File: src/rtl/phase_ring_pkg.sv
package phase_ring_pkg;
  typedef enum logic [1:0] {
    ST_LAUNCH = 2'd0,
    ST_DISC   = 2'd1,
    ST_RUN    = 2'd2,
    ST_FAULT  = 2'd3
  } ring_state_e;
endpackage

File: src/rtl/ring_slice.sv
module ring_slice (
  input  logic clk,
  input  logic rst,
  input  logic tok_in,
  input  logic bypass,
  input  logic cut,
  input  logic debug,
  output logic tok_out,
  output logic fire
);
  logic tok_q;

  always_ff @(posedge clk) begin
    if (rst) begin
      tok_q <= 1'b0;
      fire  <= 1'b0;
    end else begin
      tok_q <= tok_in;
      fire  <= tok_in & ~debug & ~bypass;
    end
  end

  // a bypassed slice is a wire; otherwise the registered token, unless cut
  assign tok_out = bypass ? tok_in : (tok_q & ~cut);
endmodule

File: src/rtl/ring_chain.sv
module ring_chain #(
  parameter int N_SLICES = 8
) (
  input  logic                clk,
  input  logic                rst,
  input  logic                head,
  input  logic [N_SLICES-1:0] bypass,
  input  logic [N_SLICES-1:0] cut,
  input  logic [N_SLICES-1:0] debug,
  output logic                tail,
  output logic [N_SLICES-1:0] fire
);
  logic [N_SLICES:0] link;

  assign link[0] = head;

  for (genvar i = 0; i < N_SLICES; i++) begin : g_slice
    ring_slice u_slice (
      .clk     (clk),
      .rst     (rst),
      .tok_in  (link[i]),
      .bypass  (bypass[i]),
      .cut     (cut[i]),
      .debug   (debug[i]),
      .tok_out (link[i+1]),
      .fire    (fire[i])
    );
  end

  assign tail = link[N_SLICES];
endmodule

File: src/rtl/ring_ctrl.sv
module ring_ctrl
  import phase_ring_pkg::*;
#(
  parameter int TIMEOUT = 16,
  localparam int CW = $clog2(TIMEOUT + 1)
) (
  input  logic          clk,
  input  logic          rst,
  input  logic          ret_in,
  output logic          tok_out,
  output logic [CW-1:0] count,
  output logic          valid,
  output logic          fault
);
  ring_state_e   state;
  logic [CW-1:0] lat_cnt;
  logic [CW-1:0] slot;
  logic [CW-1:0] slot_nx;
  logic          armed;

  assign slot_nx = (slot == count - 1'b1) ? '0 : slot + 1'b1;

  always_ff @(posedge clk) begin
    if (rst) begin
      state   <= ST_LAUNCH;
      tok_out <= 1'b0;
      lat_cnt <= '0;
      count   <= '0;
      valid   <= 1'b0;
      fault   <= 1'b0;
      slot    <= '0;
      armed   <= 1'b0;
    end else begin
      case (state)
        ST_LAUNCH: begin
          tok_out <= 1'b1;
          lat_cnt <= '0;
          state   <= ST_DISC;
        end
        ST_DISC: begin
          tok_out <= 1'b0;
          if (ret_in) begin
            if (lat_cnt == '0) begin
              fault <= 1'b1;
              state <= ST_FAULT;
            end else begin
              count   <= lat_cnt;
              valid   <= 1'b1;
              tok_out <= 1'b1;
              slot    <= '0;
              armed   <= 1'b0;
              state   <= ST_RUN;
            end
          end else if (lat_cnt == CW'(TIMEOUT)) begin
            fault <= 1'b1;
            state <= ST_FAULT;
          end else begin
            lat_cnt <= lat_cnt + 1'b1;
          end
        end
        ST_RUN: begin
          armed <= 1'b1;
          if (armed && (ret_in != tok_out)) begin
            fault   <= 1'b1;
            valid   <= 1'b0;
            tok_out <= 1'b0;
            state   <= ST_FAULT;
          end else begin
            slot    <= slot_nx;
            tok_out <= (slot_nx == '0);
          end
        end
        default: begin
          tok_out <= 1'b0;
        end
      endcase
    end
  end
endmodule

File: src/rtl/phase_ring_seq.sv
module phase_ring_seq #(
  parameter int N_SLICES = 8,
  parameter int TIMEOUT  = 16,
  localparam int CW = $clog2(TIMEOUT + 1)
) (
  input  logic                clk,
  input  logic                rst,
  input  logic [N_SLICES-1:0] slice_bypass,
  input  logic [N_SLICES-1:0] slice_debug,
  input  logic [N_SLICES-1:0] link_cut,
  output logic                token_out,
  output logic [CW-1:0]       phase_count,
  output logic                count_valid,
  output logic                chain_fault,
  output logic [N_SLICES-1:0] slice_fire
);
  logic ring_ret;

  ring_ctrl #(.TIMEOUT(TIMEOUT)) u_ctrl (
    .clk     (clk),
    .rst     (rst),
    .ret_in  (ring_ret),
    .tok_out (token_out),
    .count   (phase_count),
    .valid   (count_valid),
    .fault   (chain_fault)
  );

  ring_chain #(.N_SLICES(N_SLICES)) u_chain (
    .clk    (clk),
    .rst    (rst),
    .head   (token_out),
    .bypass (slice_bypass),
    .cut    (link_cut),
    .debug  (slice_debug),
    .tail   (ring_ret),
    .fire   (slice_fire)
  );
endmodule

File: config.mk
export PLATFORM = sky130hd
export DESIGN_NAME = phase_ring_seq
export DESIGN_NICKNAME = d
export VERILOG_FILES = /design/src/rtl/phase_ring_pkg.sv /design/src/rtl/ring_slice.sv /design/src/rtl/ring_chain.sv /design/src/rtl/ring_ctrl.sv /design/src/rtl/phase_ring_seq.sv
export SDC_FILE = /design/constraint.sdc
export NUM_CORES = 1
export LEC_CHECK = 0
export BUFFER_PORTS_ARGS = -buffer_cell sky130_fd_sc_hd__buf_4
export CORE_MARGIN = 8
export CORE_UTILIZATION = 53
export DETAILED_ROUTE_END_ITERATION = 7
export PLACE_DENSITY = 0.75
export SLEW_MARGIN = 25
export SYNTH_ARGS = -nofsm -noshare
export SYNTH_HDL_FRONTEND = slang
export SYNTH_HIERARCHICAL = 1
export SYNTH_SLANG_ARGS = --single-unit
File: constraint.sdc
create_clock -name clk -period 3.5 [get_ports clk]
set_input_delay 0.525 -clock clk [delete_from_list [all_inputs] [get_ports clk]]
set_output_delay 0.525 -clock clk [all_outputs]
set_load 0.1 [all_outputs]
==> Yosys cells after proc, flatten, opt, wreduce, memory -nomap -nowiden <==
Index checks and enable logic that the tools add are counted.
{ "word_totals": {"reg_bits": 37, "inputBits": 26, "wordCells": 140} }
{ "op_classes": {"reduce_logical": 14, "bitwise_logic": 49, "n_addsub": 3, "n_eq_ne": 13, "muxes": 37} }
{ "op_table": {"columns": ["op", "count"], "rows": [
  ["two-way mux 5 bit", 6],
  ["inverter 1 bit", 25],
  ["AND 1 bit", 24],
  ["two-way mux 1 bit", 21],
  ["case mux 5 bit (2 select lines)", 2],
  ["AND reduction 3 bit", 4],
  ["AND reduction 4 bit", 3],
  ["adder 5 x 1 -> 5 bit, second input constant", 2],
  ["logical NOT 5 bit", 2],
  ["inequality test 2 bit, second input constant", 4],
  ["two-way mux 2 bit", 3],
  ["case mux 1 bit (2 select lines)", 3],
  ["case mux 2 bit (3 select lines)", 1],
  ["equality test 5 bit", 1],
  ["equality test 5 bit, second input constant", 1],
  ["subtractor 5 x 1 -> 5 bit, second input constant", 1],
  ["inequality test 2 x 1 -> 1 bit, second input constant", 2],
  ["nonzero test 2 bit", 2],
  ["inequality test 3 x 1 -> 1 bit, second input constant", 1],
  ["inequality test 3 bit, second input constant", 1],
  ["case mux 1 bit (3 select lines)", 1],
  ["nonzero test 3 bit", 1],
  ["equality test 2 x 1 -> 1 bit, second input constant", 1],
  ["equality test 2 bit, second input constant", 1],
  ["other kinds (3)", 3]
]} }

==> Longest topological paths before layout <==
{ "logic_depth": {"word_depth": 14, "mapped_depth": 23} }

==> By module <==
The synthesis kept the hierarchy.
{ "by_module_without_submodules": {"columns": ["mod", "n_inst", "cells_each", "area_each_um2"], "rows": [
  ["ring_ctrl", 1, 150, 1236.2],
  ["ring_slice", 8, 7, 81.3]
]} }

==> Least setup slack after synthesis <==
No wires, ideal clock.
{ "synth_path": {"path_kind": "register to register", "startpoint": "reg u_ctrl.tok_out", "endpoint": "reg u_ctrl.slot[2]", "path_stages_with_launch": 24, "arrival_time_ns": 3.375, "path_slack_ns": 0.051, "n_path_buf": 2, "setup_time_ns": 0.074, "path_cell_list": "dfxtp_1 -> nand2_1 -> o21ai_0 -> nand2_1 -> o21ai_0 -> nand2_1 -> o21ai_0 -> nand2_1 -> o21ai_0 -> nand2_1 -> o21ai_0 -> nand2_1 -> o21ai_0 -> nand2_1 -> o21ai_0 -> nand2_1 -> o21ai_0 -> buf_2 -> xor2_1 -> a21boi_1 -> and2_4 -> buf_6 -> nand4b_1 -> a31oi_1"} }
{ "synth_via": {"elab_chain_cells": 12, "elab_cells_between_ends": 13, "classes_between": "eq/ne: 3; mux: 8; reduce/logical: 2"} }
{ "synth_lines": {"columns": ["item", "line", "text"], "rows": [
  ["start: declaration", "ring_ctrl.sv:10", "output logic tok_out,"],
  ["start signal: assignment", "ring_ctrl.sv:70", "tok_out <= (slot_nx == '0);"],
  ["two-way mux 1 bit *", "ring_slice.sv:24", "assign tok_out = bypass ? tok_in : (tok_q & ~cut);"],
  ["via u_chain.link[1]", "ring_chain.sv:13", "logic [N_SLICES:0] link;"],
  ["two-way mux 1 bit *", "ring_slice.sv:24", null],
  ["via u_chain.link[2]", "ring_chain.sv:13", null],
  ["two-way mux 1 bit *", "ring_slice.sv:24", null],
  ["via u_chain.link[3]", "ring_chain.sv:13", null],
  ["two-way mux 1 bit *", "ring_slice.sv:24", null],
  ["via u_chain.link[4]", "ring_chain.sv:13", null],
  ["[1 not listed]", null, null],
  ["via u_chain.link[5]", "ring_chain.sv:13", null],
  ["[1 not listed]", null, null],
  ["via u_chain.link[6]", "ring_chain.sv:13", null],
  ["two-way mux 1 bit *", "ring_slice.sv:24", null],
  ["via u_chain.link[7]", "ring_chain.sv:13", null],
  ["two-way mux 1 bit *", "ring_slice.sv:24", null],
  ["via ring_ret", "phase_ring_seq.sv:17", "logic ring_ret;"],
  ["inequality test 1 bit", "ring_ctrl.sv:63", "if (armed && (ret_in != tok_out)) begin"],
  ["logical AND 1 bit", "ring_ctrl.sv:63", null],
  ["inequality test 2 bit (no source line)", null, null],
  ["AND reduction 4 bit (no source line) *", null, null],
  ["end signal: assignment", "ring_ctrl.sv:69", "slot <= slot_nx;"],
  ["end: declaration", "ring_ctrl.sv:17", "logic [CW-1:0] slot;"]
]} }
Mark *: on every way through the listed nets, which the timed path passes. The rest lies on a longest branch.
A chain may end at the register's enable or synchronous reset.

==> Final worst setup path <==
{ "layout_path": {"startpoint": "in link_cut[0]", "endpoint": "reg u_ctrl.slot[4]"} }
{ "layout_via": {"elab_chain_cells": 14, "elab_cells_between_ends": 15, "classes_between": "eq/ne: 3; mux: 8; bitwise: 2; reduce/logical: 2"} }
{ "layout_lines": {"columns": ["item", "line", "text"], "rows": [
  ["start: declaration", "phase_ring_seq.sv:10", "input logic [N_SLICES-1:0] link_cut,"],
  ["inverter 1 bit *", "ring_slice.sv:24", null],
  ["AND 1 bit *", "ring_slice.sv:24", null],
  ["two-way mux 1 bit *", "ring_slice.sv:24", null],
  ["via u_chain.link[1]", "ring_chain.sv:13", null],
  ["two-way mux 1 bit *", "ring_slice.sv:24", null],
  ["via u_chain.link[2]", "ring_chain.sv:13", null],
  ["two-way mux 1 bit *", "ring_slice.sv:24", null],
  ["via u_chain.link[3]", "ring_chain.sv:13", null],
  ["[1 not listed]", null, null],
  ["via u_chain.link[4]", "ring_chain.sv:13", null],
  ["[1 not listed]", null, null],
  ["via u_chain.link[5]", "ring_chain.sv:13", null],
  ["[1 not listed]", null, null],
  ["via u_chain.link[6]", "ring_chain.sv:13", null],
  ["two-way mux 1 bit *", "ring_slice.sv:24", null],
  ["via u_chain.link[7]", "ring_chain.sv:13", null],
  ["two-way mux 1 bit *", "ring_slice.sv:24", null],
  ["via ring_ret", "phase_ring_seq.sv:17", null],
  ["inequality test 1 bit", "ring_ctrl.sv:63", null],
  ["logical AND 1 bit", "ring_ctrl.sv:63", null],
  ["inequality test 2 bit (no source line)", null, null],
  ["AND reduction 4 bit (no source line) *", null, null]
]} }
Marked as above.

==> summary.md <==
| Metric | Value |
|---|---|
| CTS buffer count | `5` |
| WL final | `3920 µm` |
| DRC Markers | `0` |
| Clock Latency Late Sink | `0.33 ns` |
| Post-layout power | `1.12 mW` |
| Cell area power density | `492 nW/µm²` |
| Row count | `21` |
| Post-DRT Antenna Nets | `0` |
| RSZ-0062 raised after global routing | `no` |
| Share of post-route cells with drive strength above 1 | `0.278` |
| Largest net degree at the start of global routing | `28` |
| WHS Endpoint | `u_chain/g_slice[5].u_slice/fire$_SDFF_PP0_` |
| I/O pin count | `42` |
| Worst-path clk slew | `around 0.10 ns` |
| Number of buffers inserted by port buffering | `41` |
| Endpoints failing hold | `0` |
| Most used cell along the critical path | `o21ai_0` |
| Crit Reg-Reg Startpoint | `u_chain/g_slice[0].u_slice/tok_q$_SDFF_PP0_` |
| Resized cells post-CTS | `0` |
| Post-CTS Setup Inserts | `0` |
| CTS sink count | `37` |
| Syn Nets | `240` |
| Initial antenna violation count | `0` |
| Post-Synthesis Cells | `between 200 and 250` |
| Core area | `3390 µm²` |
| Leakage power | `0.883 nW` |
| TritonRoute pass-1 iters | `4` |
| Crit-path max FO | `8` |
| Root Driver | `clkbuf_4` |
| Number of library cell types mapped by synthesis | `40` |
| Vias in the first global route | `1434` |
| Htree depth | `2` |
| Fin. max-slew vios | `0` |
| Fin nets | `281` |
| R2r endpoint | `u_ctrl/slot[4]$_SDFFE_PP0P_` |
| CP Class | `in2reg` |
| Starting DRT DRC Count | `74` |
| Largest family of logic cells by synthesized area | `simple AND/OR/NAND/NOR gates` |
| Least-Margin Pin Slew | `0.685 ns` |
| Synth Area in Compound Gates | `0.128` |
| Vias per cell | `roughly 5.3` |
| Tmin final | `3.08 ns` |
| Arr. time, crit path | `3.35 ns` |
| Syn avg cell area | `between 9 and 10 µm²` |
| Clock Skews | `0.00599 ns` |
| Die Y | `75.7 µm` |
| Cell area after synthesis | `1890 µm²` |
| Ys flop type | `dfxtp_1` |
| HP Class | `in2reg` |
| Worst path max stage delay | `0.38 ns` |
| Routability cong. | `0.812` |
| Global-route wire length before repair | `6470 µm` |
| Setup violators final | `0` |
| Startpoint types | `input port` |
| Max rail drop VDD | `roughly 0.33 mV` |
| Hold depth | `2` |
| CP Cell Sequence | `buf_4, nand2b_1, o21ai_0, nand2_1, o21ai_0, nand2_1, o21ai_0, nand2_1, o21ai_0, nand2_1, o21ai_0, nand2_1, o21ai_0, nand2_1, o21ai_0, nand2_1, o21ai_0, xor2_1, a21boi_1, and2_4, nand4_1, a31oi_1` |
| Period utilisation layout | `0.879` |
| Final TNS setup | `0 ns` |
| Die W | `75.7 µm` |
| Worst Setup End Kind | `register` |
| DP HPWL | `3120 µm` |
| Ant. Diodes | `0` |
| Achievable Freq | `between 300 and 400 MHz` |
| Initial Util | `0.557` |
| Critical Path RT | `about 3.8 ns` |
| Post-CTS Hold Fix Bufs | `0` |
| R2R cell count | `21` |
| Multiplexer share of the synthesized area | `0.0106` |
| TritonCTS clock tree | `yes` |
| Worst min-delay path startpoint | `slice_debug[5]` |
| Adder-Cell Fraction of Synth Area | `0.0531` |
| Post-synthesis register bit count | `37` |
| Global Route Usage Sum | `0.147` |
| Area delta synth->final | `20.4%` |
| Clock Tree Buf Depth | `2` |
| Grt ovf | `0` |
| Simple-Gate Fraction of Synth Area | `0.330` |
| Syn. warnings | `6` |
| Slowest CP cell | `a21boi_1` |
| Setup slack, reg-to-reg | `0.45 ns` |
| Outcome | `complete, no violations` |
| FFs w/ async S/R, synth | `0` |
| Max-Cap Viols | `0` |
| WL per Instance | `13.3 µm` |
| Vias | `1556` |
| Die ar. | `5730 µm²` |
| EDFF count, synth | `0` |
| Post-synthesis xor/xnor area fraction | `0.0464` |
| Relative slew slack | `0.543` |
| Register area share after synthesis | `0.393` |
[cell type report]
class,count,area [µm²]
fillers,296,1120
repair buffers,43,323
multi-input cells,152,1070
flip-flops and latches,37,741
inverters,8,30.0
clock buffers,8,48.8
well taps,46,57.6
[cell usage in the layout (no fill, tap or decap), types with 2 or more instances in the layout]
cell / synthesis / layout
nand4b_1: 2 / 2
nand3_1: 9 / 9
clkbuf_4: 0 / 5
nor4_1: 2 / 2
mux2i_1: 2 / 2
nand2_1: 17 / 17
dfxtp_1: 37 / 37
inv_1: 8 / 8
a22oi_1: 2 / 2
nor3_1: 3 / 3
clkbuf_1: 5 / 3
a21oi_1: 11 / 11
nand4_1: 4 / 4
nor2_1: 21 / 21
nand3b_1: 2 / 2
or3_1: 2 / 2
ha_1: 8 / 8
nor3b_2: 8 / 8
xor2_1: 7 / 7
o21ai_0: 10 / 10
buf_4: 0 / 43
xnor2_1: 3 / 3
nand2b_1: 12 / 12
nor2b_4: 8 / 8
a31oi_1: 5 / 5
[kinds of logic after synthesis]
kind of cell | Yosys count
fa+ha+maj | 8
flops | 37
xor+xnor | 10
buf+inv | 17
compound gates | 37
mux | 2
simple gates | 95
[stage by stage]
| step | hold WS, ns | setup slack (ns) | utilization | cells | cell area [µm²] |
|---|---|---|---|---|---|
| 6_report | 0.334 | 0.422 | 0.670 | 294 | 2270 |
| 5_1_grt | 0.305 | 0.0153 | 0.670 | 294 | 2270 |
| 4_1_cts | 0.322 | 0.436 | 0.670 | 294 | 2270 |
| 3_5_place_dp | 0.472 | 0.102 | 0.656 | 286 | 2220 |
| 3_3_place_gp | 0.461 | 0.219 | 0.656 | 286 | 2220 |
| 2_1_floorplan | 0.466 | 0.0512 | - | 206 | 1890 |
[how the worst max path moves through the flow]
stage / start / to / slack [ns] / cells after the start
5_1_grt: u_ctrl/tok_out$_SDFF_PP0_ / u_ctrl/slot[4]$_SDFFE_PP0P_ / 0.02 / 21
6_report: link_cut[0] / u_ctrl/slot[4]$_SDFFE_PP0P_ / 0.42 / 22
4_1_cts: link_cut[0] / u_ctrl/slot[4]$_SDFFE_PP0P_ / 0.44 / 22
2_1_floorplan: u_ctrl/tok_out$_SDFF_PP0_ / u_ctrl/slot[2]$_SDFFE_PP0P_ / 0.05 / 23
3_5_place_dp: link_cut[0] / u_ctrl/slot[4]$_SDFFE_PP0P_ / 0.10 / 22
3_3_place_gp: link_cut[0] / u_ctrl/state[1]$_SDFFE_PP0P_ / 0.22 / 22
[critical path, delay by kind of cell]
kind	cells	cell delay, ns
buffers and inverters	1	0.10
and+or+nand+nor	10	0.99
AOI/OAI and AO/OA	10	1.61
xor gates and xnor gates	1	0.11
[report_power, final]
group	switching (mW)	internal, mW
combinational	0.247	0.163
clock	0.131	0.0801
sequential	0.0351	0.461
[cells in the mapped netlist, types with 4 or more instances]
library cell | count | area [µm²]
nor2b_4 | 8 | 110
nor2_1 | 21 | 78.8
o21ai_0 | 10 | 50.1
ha_1 | 8 | 100
nand4_1 | 4 | 25.0
nor3b_2 | 8 | 100
nand2_1 | 17 | 63.8
dfxtp_1 | 37 | 741
nand2b_1 | 12 | 75.1
clkbuf_1 | 5 | 18.8
a21oi_1 | 11 | 55.1
a31oi_1 | 5 | 31.3
nand3_1 | 9 | 45.0
inv_1 | 8 | 30.0
xor2_1 | 7 | 61.3
[state kept, by name, summed over array words and instances (netlist names)]
signal,count
u_ctrl/valid,1
u_ctrl/armed,1
u_ctrl/state,2
u_ctrl/slot,5
u_ctrl/lat_cnt,5
u_chain/g_slice.u_slice/tok_q,8
u_ctrl/fault,1
u_ctrl/count,5
u_ctrl/tok_out,1
u_chain/g_slice.u_slice/fire,8
[per-layer routing]
metal | part of all wire | routed length (µm) | vias to the layer above | GRT usage
li1 | - | - | 800 | -
met1 | 0.45 | 1780 | 708 | 0.172
met2 | 0.47 | 1850 | 40 | 0.239
met3 | 0.062 | 244 | 8 | 0.0539
met4 | 0.013 | 51 | 0 | 0.0554
met5 | 0 | 0 | - | 0
No activity file was read; power rests on OpenSTA's default activity.
